<file path="src/rtl/dslot_annul_pkg.sv">
package dslot_annul_pkg;

  localparam int FAM_CANCEL = 0;
  localparam int FAM_PLAIN  = 1;

  typedef struct packed {
    logic latchBranch;
    logic isSlot;
    logic killSlot;
    logic takeTarget;
  } ctrlStrobes_t;

endpackage

</file>
<file path="src/rtl/dslot_annul_ctrl.sv">
module dslot_annul_ctrl
  import dslot_annul_pkg::*;
#(
  parameter int FAMILY = FAM_CANCEL
) (
  input  logic         clk,
  input  logic         rstN,
  input  logic         instValid,
  input  logic         brValid,
  input  logic         brJump,
  input  logic         brAnnul,
  input  logic         brTaken,
  output ctrlStrobes_t strobes
);

  logic pendValid;
  logic pendKill;
  logic pendTaken;
  logic effTaken;
  logic annulKill;
  logic armBranch;

  // A jump resolves as an always-taken branch.
  assign effTaken  = brJump | brTaken;
  // A branch arms a slot only if it is not itself the slot.
  assign armBranch = instValid & brValid & ~pendValid;

  generate
    if (FAMILY == FAM_PLAIN) begin : g_plain
      assign annulKill = brAnnul & effTaken;
    end else begin : g_cancel
      assign annulKill = brAnnul & ~effTaken;
    end
  endgenerate

  always_ff @(posedge clk or negedge rstN) begin
    if (!rstN) begin
      pendValid <= 1'b0;
      pendKill  <= 1'b0;
      pendTaken <= 1'b0;
    end else if (armBranch) begin
      pendValid <= 1'b1;
      pendKill  <= annulKill;
      pendTaken <= effTaken;
    end else if (instValid && pendValid) begin
      pendValid <= 1'b0;
      pendKill  <= 1'b0;
      pendTaken <= 1'b0;
    end
  end

  always_comb begin
    strobes.latchBranch = armBranch;
    strobes.isSlot      = pendValid;
    strobes.killSlot    = pendKill;
    strobes.takeTarget  = pendTaken;
  end

  AST_ANNUL_CLEAR_COMMITS: assert property (@(posedge clk) disable iff (!rstN)
    (armBranch && !brAnnul) |=> !strobes.killSlot);
  AST_CANCEL_FAMILY: assert property (@(posedge clk) disable iff (!rstN)
    (FAMILY == FAM_CANCEL && armBranch && brAnnul) |=> (strobes.killSlot == !$past(effTaken)));
  AST_PLAIN_FAMILY: assert property (@(posedge clk) disable iff (!rstN)
    (FAMILY == FAM_PLAIN && armBranch && brAnnul) |=> (strobes.killSlot == $past(effTaken)));
  AST_JUMP_TAKEN: assert property (@(posedge clk) disable iff (!rstN)
    (armBranch && brJump) |=> strobes.takeTarget);
  AST_GAP_HOLDS: assert property (@(posedge clk) disable iff (!rstN)
    (pendValid && !instValid) |=> pendValid);
  AST_NO_NESTED_SLOT: assert property (@(posedge clk) disable iff (!rstN)
    (pendValid && instValid) |=> !pendValid);

endmodule

</file>
<file path="src/rtl/dslot_annul_dp.sv">
module dslot_annul_dp
  import dslot_annul_pkg::*;
#(
  parameter int AW = 32
) (
  input  logic          clk,
  input  logic          rstN,
  input  ctrlStrobes_t  strobes,
  input  logic          instValid,
  input  logic          instRegWr,
  input  logic          instMemWr,
  input  logic          instFault,
  input  logic [AW-1:0] brTarget,
  input  logic [AW-1:0] brFallPc,
  output logic          slotKill,
  output logic          regWrEn,
  output logic          memWrEn,
  output logic          excTake,
  output logic          excInSlot,
  output logic          pcLoad,
  output logic [AW-1:0] nextPc
);

  logic [AW-1:0] tgtQ;
  logic [AW-1:0] fallQ;
  logic          slotHere;

  always_ff @(posedge clk or negedge rstN) begin
    if (!rstN) begin
      tgtQ  <= '0;
      fallQ <= '0;
    end else if (strobes.latchBranch) begin
      tgtQ  <= brTarget;
      fallQ <= brFallPc;
    end
  end

  assign slotHere  = instValid & strobes.isSlot;
  assign slotKill  = slotHere & strobes.killSlot;
  assign regWrEn   = instValid & instRegWr & ~slotKill;
  assign memWrEn   = instValid & instMemWr & ~slotKill;
  assign excTake   = instValid & instFault & ~slotKill;
  assign excInSlot = excTake & strobes.isSlot;
  assign pcLoad    = slotHere;
  assign nextPc    = !slotHere ? '0 : (strobes.takeTarget ? tgtQ : fallQ);

  AST_KILL_SILENT: assert property (@(posedge clk) disable iff (!rstN)
    slotKill |-> (!regWrEn && !memWrEn && !excTake));
  AST_SLOT_FLAG: assert property (@(posedge clk) disable iff (!rstN)
    excInSlot |-> (excTake && pcLoad));
  AST_KILL_REDIRECTS: assert property (@(posedge clk) disable iff (!rstN)
    slotKill |-> pcLoad);
  AST_ADDR_HELD: assert property (@(posedge clk) disable iff (!rstN)
    (strobes.isSlot && !strobes.latchBranch) |=> ($stable(tgtQ) && $stable(fallQ)));

endmodule

</file>
<file path="src/rtl/dslot_annul_top.sv">
module dslot_annul_top
  import dslot_annul_pkg::*;
#(
  parameter int AW     = 32,
  parameter int FAMILY = FAM_CANCEL
) (
  input  logic          clk,
  input  logic          rstN,
  input  logic          instValid,
  input  logic          instRegWr,
  input  logic          instMemWr,
  input  logic          instFault,
  input  logic          brValid,
  input  logic          brJump,
  input  logic          brAnnul,
  input  logic          brTaken,
  input  logic [AW-1:0] brTarget,
  input  logic [AW-1:0] brFallPc,
  output logic          slotKill,
  output logic          regWrEn,
  output logic          memWrEn,
  output logic          excTake,
  output logic          excInSlot,
  output logic          pcLoad,
  output logic [AW-1:0] nextPc
);

  ctrlStrobes_t strobes;

  dslot_annul_ctrl #(.FAMILY(FAMILY)) ctrl_i (
    .clk(clk), .rstN(rstN), .instValid(instValid), .brValid(brValid),
    .brJump(brJump), .brAnnul(brAnnul), .brTaken(brTaken), .strobes(strobes)
  );

  dslot_annul_dp #(.AW(AW)) dp_i (
    .clk(clk), .rstN(rstN), .strobes(strobes), .instValid(instValid),
    .instRegWr(instRegWr), .instMemWr(instMemWr), .instFault(instFault),
    .brTarget(brTarget), .brFallPc(brFallPc), .slotKill(slotKill),
    .regWrEn(regWrEn), .memWrEn(memWrEn), .excTake(excTake),
    .excInSlot(excInSlot), .pcLoad(pcLoad), .nextPc(nextPc)
  );

  AST_RESET_IDLE: assert property (@(posedge clk) $rose(rstN) |-> !pcLoad);

endmodule

</file>
<file path="config.mk">
export PLATFORM = sky130hd
export DESIGN_NAME = dslot_annul_top
export DESIGN_NICKNAME = d
export VERILOG_FILES = /design/src/rtl/dslot_annul_pkg.sv /design/src/rtl/dslot_annul_ctrl.sv /design/src/rtl/dslot_annul_dp.sv /design/src/rtl/dslot_annul_top.sv
export SDC_FILE = /design/constraint.sdc
export NUM_CORES = 1
export LEC_CHECK = 0
export ABC_CLOCK_PERIOD_IN_PS = 2600
export BUFFER_PORTS_ARGS = -buffer_cell sky130_fd_sc_hd__buf_2
export CORE_MARGIN = 4
export CORE_UTILIZATION = 28
export DETAILED_ROUTE_END_ITERATION = 7
export PLACE_DENSITY = 0.59
export SETUP_SLACK_MARGIN = 0.02
export SLEW_MARGIN = 20
export SYNTH_ARGS = -nofsm -noshare
export SYNTH_HDL_FRONTEND = slang
export SYNTH_HIERARCHICAL = 1
export SYNTH_SLANG_ARGS = --single-unit
export TNS_END_PERCENT = 20
</file>
<file path="constraint.sdc">
create_clock -name clk -period 2.6 [get_ports clk]
set_input_delay 0.52 -clock clk [delete_from_list [all_inputs] [get_ports clk]]
set_output_delay 0.52 -clock clk [all_outputs]
set_load 0.02 [all_outputs]
</file>
# After elaboration in Yosys (flattened, before gate mapping)
# Index checks and enable logic that the tools add are counted.
word_totals:
  register_bits: 67
  in_bits: 74
classes:
  muxes: 6
  bitwise_logic: 16
  reduce_logical: 2
ops:
  columns: ["cell", "n"]
  rows:
  - ["two-way mux 32 bit", 2]
  - ["bitwise AND 1 bit", 12]
  - ["two-way mux 1 bit", 4]
  - ["inverter 1 bit", 3]
  - ["nonzero test 2 bit", 1]
  - ["logical AND 1 bit", 1]
  - ["OR 1 bit", 1]

# Logic depth before layout (Yosys ltp)
logic_depth:
  ltp_word: 5
  ltp_mapped: 5

# By module
# Netlist, hierarchy kept.
modules_own_cells:
  columns: ["mod", "n_inst", "area_each_um2", "cells_each"]
  rows:
  - ["dslot_annul_dp", 1, 3220.6, 214]
  - ["dslot_annul_ctrl", 1, 173.9, 17]

# Worst setup path before layout
# No wires, ideal clock.
synth_path:
  path_type: "in2out"
  startpoint: "input instValid"
  endpoint: "output excInSlot"
  path_buffers: 0
  t_arrival_ns: 1.191
  t_required_ns: 2.080
  path_slack_ns: 0.889
  stages: 2
  path_cell_list: "nand2_1 > nor3b_1"
synth_via:
  elab_chain_cells: 5
  elab_cells_between_ends: 6
synth_lines:
  columns: ["item", "line", "text"]
  rows:
  - ["start: declaration", "dslot_annul_top.sv:9", "input logic instValid,"]
  - ["bitwise AND 1 bit", "dslot_annul_dp.sv:38", "assign slotHere = instValid & strobes.isSlot;"]
  - ["bitwise AND 1 bit", "dslot_annul_dp.sv:39", "assign slotKill = slotHere & strobes.killSlot;"]
  - ["inverter 1 bit", "dslot_annul_dp.sv:42", "assign excTake = instValid & instFault & ~slotKill;"]
  - ["bitwise AND 1 bit *", "dslot_annul_dp.sv:42", null]
  - ["bitwise AND 1 bit *", "dslot_annul_dp.sv:43", "assign excInSlot = excTake & strobes.isSlot;"]
  - ["end: declaration", "dslot_annul_top.sv:23", "output logic excInSlot,"]
# Mark *: on every way between the ends. The rest lies on a longest branch, timed or not.

# Worst setup path in the final report
layout_path:
  startpoint: "register ctrl_i.pendValid"
  endpoint: "output nextPc[0]"
layout_via:
  elab_chain_cells: 2
layout_lines:
  columns: ["item", "line", "text"]
  rows:
  - ["start: declaration", "dslot_annul_ctrl.sv:16", "logic pendValid;"]
  - ["start signal: assignment", "dslot_annul_ctrl.sv:38", "pendValid <= 1'b0;"]
  - ["start signal: assignment", "dslot_annul_ctrl.sv:42", "pendValid <= 1'b1;"]
  - ["start signal: assignment", "dslot_annul_ctrl.sv:46", "pendValid <= 1'b0;"]
  - ["bitwise AND 1 bit", "dslot_annul_dp.sv:38", null]
  - ["two-way mux 32 bit", "dslot_annul_dp.sv:45", "assign nextPc = !slotHere ? '0 : (strobes.takeTarget ? tgtQ : fallQ);"]
  - ["end: declaration", "dslot_annul_top.sv:25", "output logic [AW-1:0] nextPc"]
# Every way passes these cells.

==> results.cfg <==
[run_status]
outcome = finished, final reports clean

[synthesis]
yosysWarnings = 6
ys_ff_latch = 67
synth_area_leaders = dfrtp_1, mux2_4, mux2i_1
yosys.area_share.adder_pct = 0
avgSynthCellArea_um2 = 14.7
synthArstFlopShare_pct = 100
synth_nets = 305
synth_compound_area_share_pct = 1.40
yosysSeqAreaShare_pct = 49.4
synthFlopType = dfrtp_1
syn_inst = 231
synth_top_family_by_area = multiplexers
ys_types = 23
synth_mux_area_share_pct = 37.3
synth-edff-count = 0
ys_top_cells_by_count = dfrtp_1, mux2_4, nor2_1, mux2i_1, buf_12
synth-xor-area-share_pct = 0
yosys.area_share.simple_pct = 5.23
synth_most_common_cell = dfrtp_1
synth_largest_area_cell = dfrtp_1
synth_top_cell_area_share_pct = 49.4
synth_area_um2 = 3390

[floorplan]
dieHeight_um = 118
core_area_um2 = 11700
die_area_um2 = 13900
io_pins = 112
die_x_um = 118
std_cell_rows = 39
start_util_pct = 29.1

[setup_path]
arrival_ns = 1.53
cp.required_ns = 2.08
setup.worst_path.end_class = output pin
cp-start-kind = flip-flop
crit_start = ctrl_i/pendValid$_DFFE_PN0P_
path_max_fanout = 33
critPathKind = reg2out
r2r_start = ctrl_i/pendValid$_DFFE_PN0P_

[final_layout]
fin_cells = 490
nNetsFinal = 416
drive_above_1_share_pct = 57.3
fin_area_um2 = 4260
syn2layout_area_growth_pct = 25.4
diodes = 0

[placement]
dpl.hpwl_mm = 5.01
dp_cells = 474
placed_area_um2 = 3970
globalplace.congestion = 0.693
io_buffers = 111

[timing]
rsz0062_at_grt = false
drv_slew = 0
tns_ns = 0
finalSetupViolations = 0
clock_skew_ns = 0.00532
timing.slew.headroom_pct = 58.6
period_needed_ns = 2.05
timing.final.crit_share_pct = 78.8
max_freq_mhz = 488
worst_pin_slew_ns = 0.621
hold_viol = 0

[drt]
vias_per_cell = 4.43
drc = 0
via_count = 2172
avgRoutedWirePerCell_um = 14.7
drt-pass1-iter-count = 4
drtAntennaViolNets = 0
drt_wl_total_mm = 7.20
drtIter0Drc = 58

[flow_run]
maxCapViolations = 0

[global_routing]
grt_start_max_net_pins = 34
grt_pass1_wl_mm = 11.9
gr-usage-all-layers_pct = 10.6
grt_overflow_total = 0
grt_pass1_vias = 2354
antenna_found_initial = 0

[clock_network]
cts_buffers = 9
clk_path_buf_depth = 2
clock_sinks = 67
cts_setup_buffers = 0
cts_resized = 0
clk_pin_slew_ns = 0.06
clock_latency_ns = 0.32
cts-hold-fix-buffers = 0
cts_tree = done
cts_root_buf = clkbuf_16
cts-htree-levels = 3

[power]
switching_share_pct = 26.2
leakage_nw = 2.18
vdd_drop_max_mv = 0.340
intPower_w = 0.00249
seq_power_share_pct = 41.2
total_power_w = 0.00338
clockPowerShare_pct = 34.7
switchingPower_w = 0.000887
powerDensity_nw_per_um2 = 794
power_frac_comb_pct = 24.2

[hold_path]
holdCritPathClass = in2async
## metrics by stage
step / worst slack, ns / hold slack, ns / utilization [%]
after floorplan: 0.889 / 0.224 / -
after global placement: 0.652 / 0.475 / 34.1
after detailed placement: 0.627 / 0.474 / 34.1
after CTS: 0.510 / 0.125 / 36.5
after global routing: 0.410 / 0.149 / 36.5
final: 0.551 / 0.126 / 36.5
## area by class of cell
cell class	instances	area (um^2)
Timing Repair Buffer	118	608
Tap cell	143	179
Clock buffer	11	233
Multi-Input combinational cell	143	1500
Inverter	3	11.3
Fill cell	1178	7400
Sequential cell	67	1680
Clock inverter	5	53.8
## state kept, by name (all words and copies together), names as in the netlist
signal and flops:
dp_i/tgtQ 32, ctrl_i/pendValid 1, dp_i/fallQ 32, ctrl_i/pendTaken 1, ctrl_i/pendKill 1
## per-layer routing
layer | GRT usage [%] | routed length [um]
met1 | 13.0 | 3190
met2 | 17.3 | 3510
met4 | 4.25 | 119
met5 | 0 | 0
met3 | 3.27 | 381
## cells by family after synthesis
group                  Yosys count
flip-flops                      67
AND/OR/NAND/NOR                 41
buffers and inverters           21
AO/OA/AOI/OAI                    6
multiplexers                    96
## critical path, stage by stage, from the launching register on
cell and delay, ns:
dfrtp_1 0.44, nand2_1 0.11, buf_4 0.36, nor2_1 0.12, buf_2 0.18
## power groups by stage
stage                     sequential, W  combinational [W]  clock (W)
after CTS                       0.00139           0.000832    0.00122
after detailed placement        0.00141           0.000827          0
after global routing            0.00142           0.000887    0.00127
final                           0.00139           0.000816    0.00117
after floorplan                 0.00137           0.000678          0
after global placement          0.00140           0.000817          0
## cell usage in the layout, fill, tap and decap left out
cell type	synthesis	final
a21boi_0	1	1
a21o_2	1	1
a32o_1	1	1
and2_1	3	3
and3_1	1	1
and3b_4	0	1
buf_2	1	111
buf_4	5	7
bufinv_16	0	1
clkbuf_1	2	2
clkbuf_16	0	9
clkinv_2	0	3
clkinv_4	0	1
dfrtp_1	67	66
dfrtp_2	0	1
inv_1	3	3
mux2_2	4	4
mux2_4	60	60
mux2i_1	32	32
nand2_1	1	1
nor2_1	33	33
nor3b_1	1	1
o211ai_1	1	1
o21ai_0	1	1
o221ai_1	1	1
or3b_1	1	1
## worst paths after layout
kind                                                 to  slack, ns  cells after the start
setup reg to reg              dp_i/tgtQ[20]$_DFFE_PN0P_       0.83                      3
max in group asynchronous  ctrl_i/pendTaken$_DFFE_PN0P_       1.77                      2
setup / recovery                              nextPc[0]       0.55                      4
hold / removal                dp_i/fallQ[5]$_DFFE_PN0P_       0.13                      1
hold reg to reg               dp_i/tgtQ[20]$_DFFE_PN0P_       0.50                      1
min in group clk               dp_i/tgtQ[2]$_DFFE_PN0P_       0.42                      2
Power figures use the tool's default switching activity.
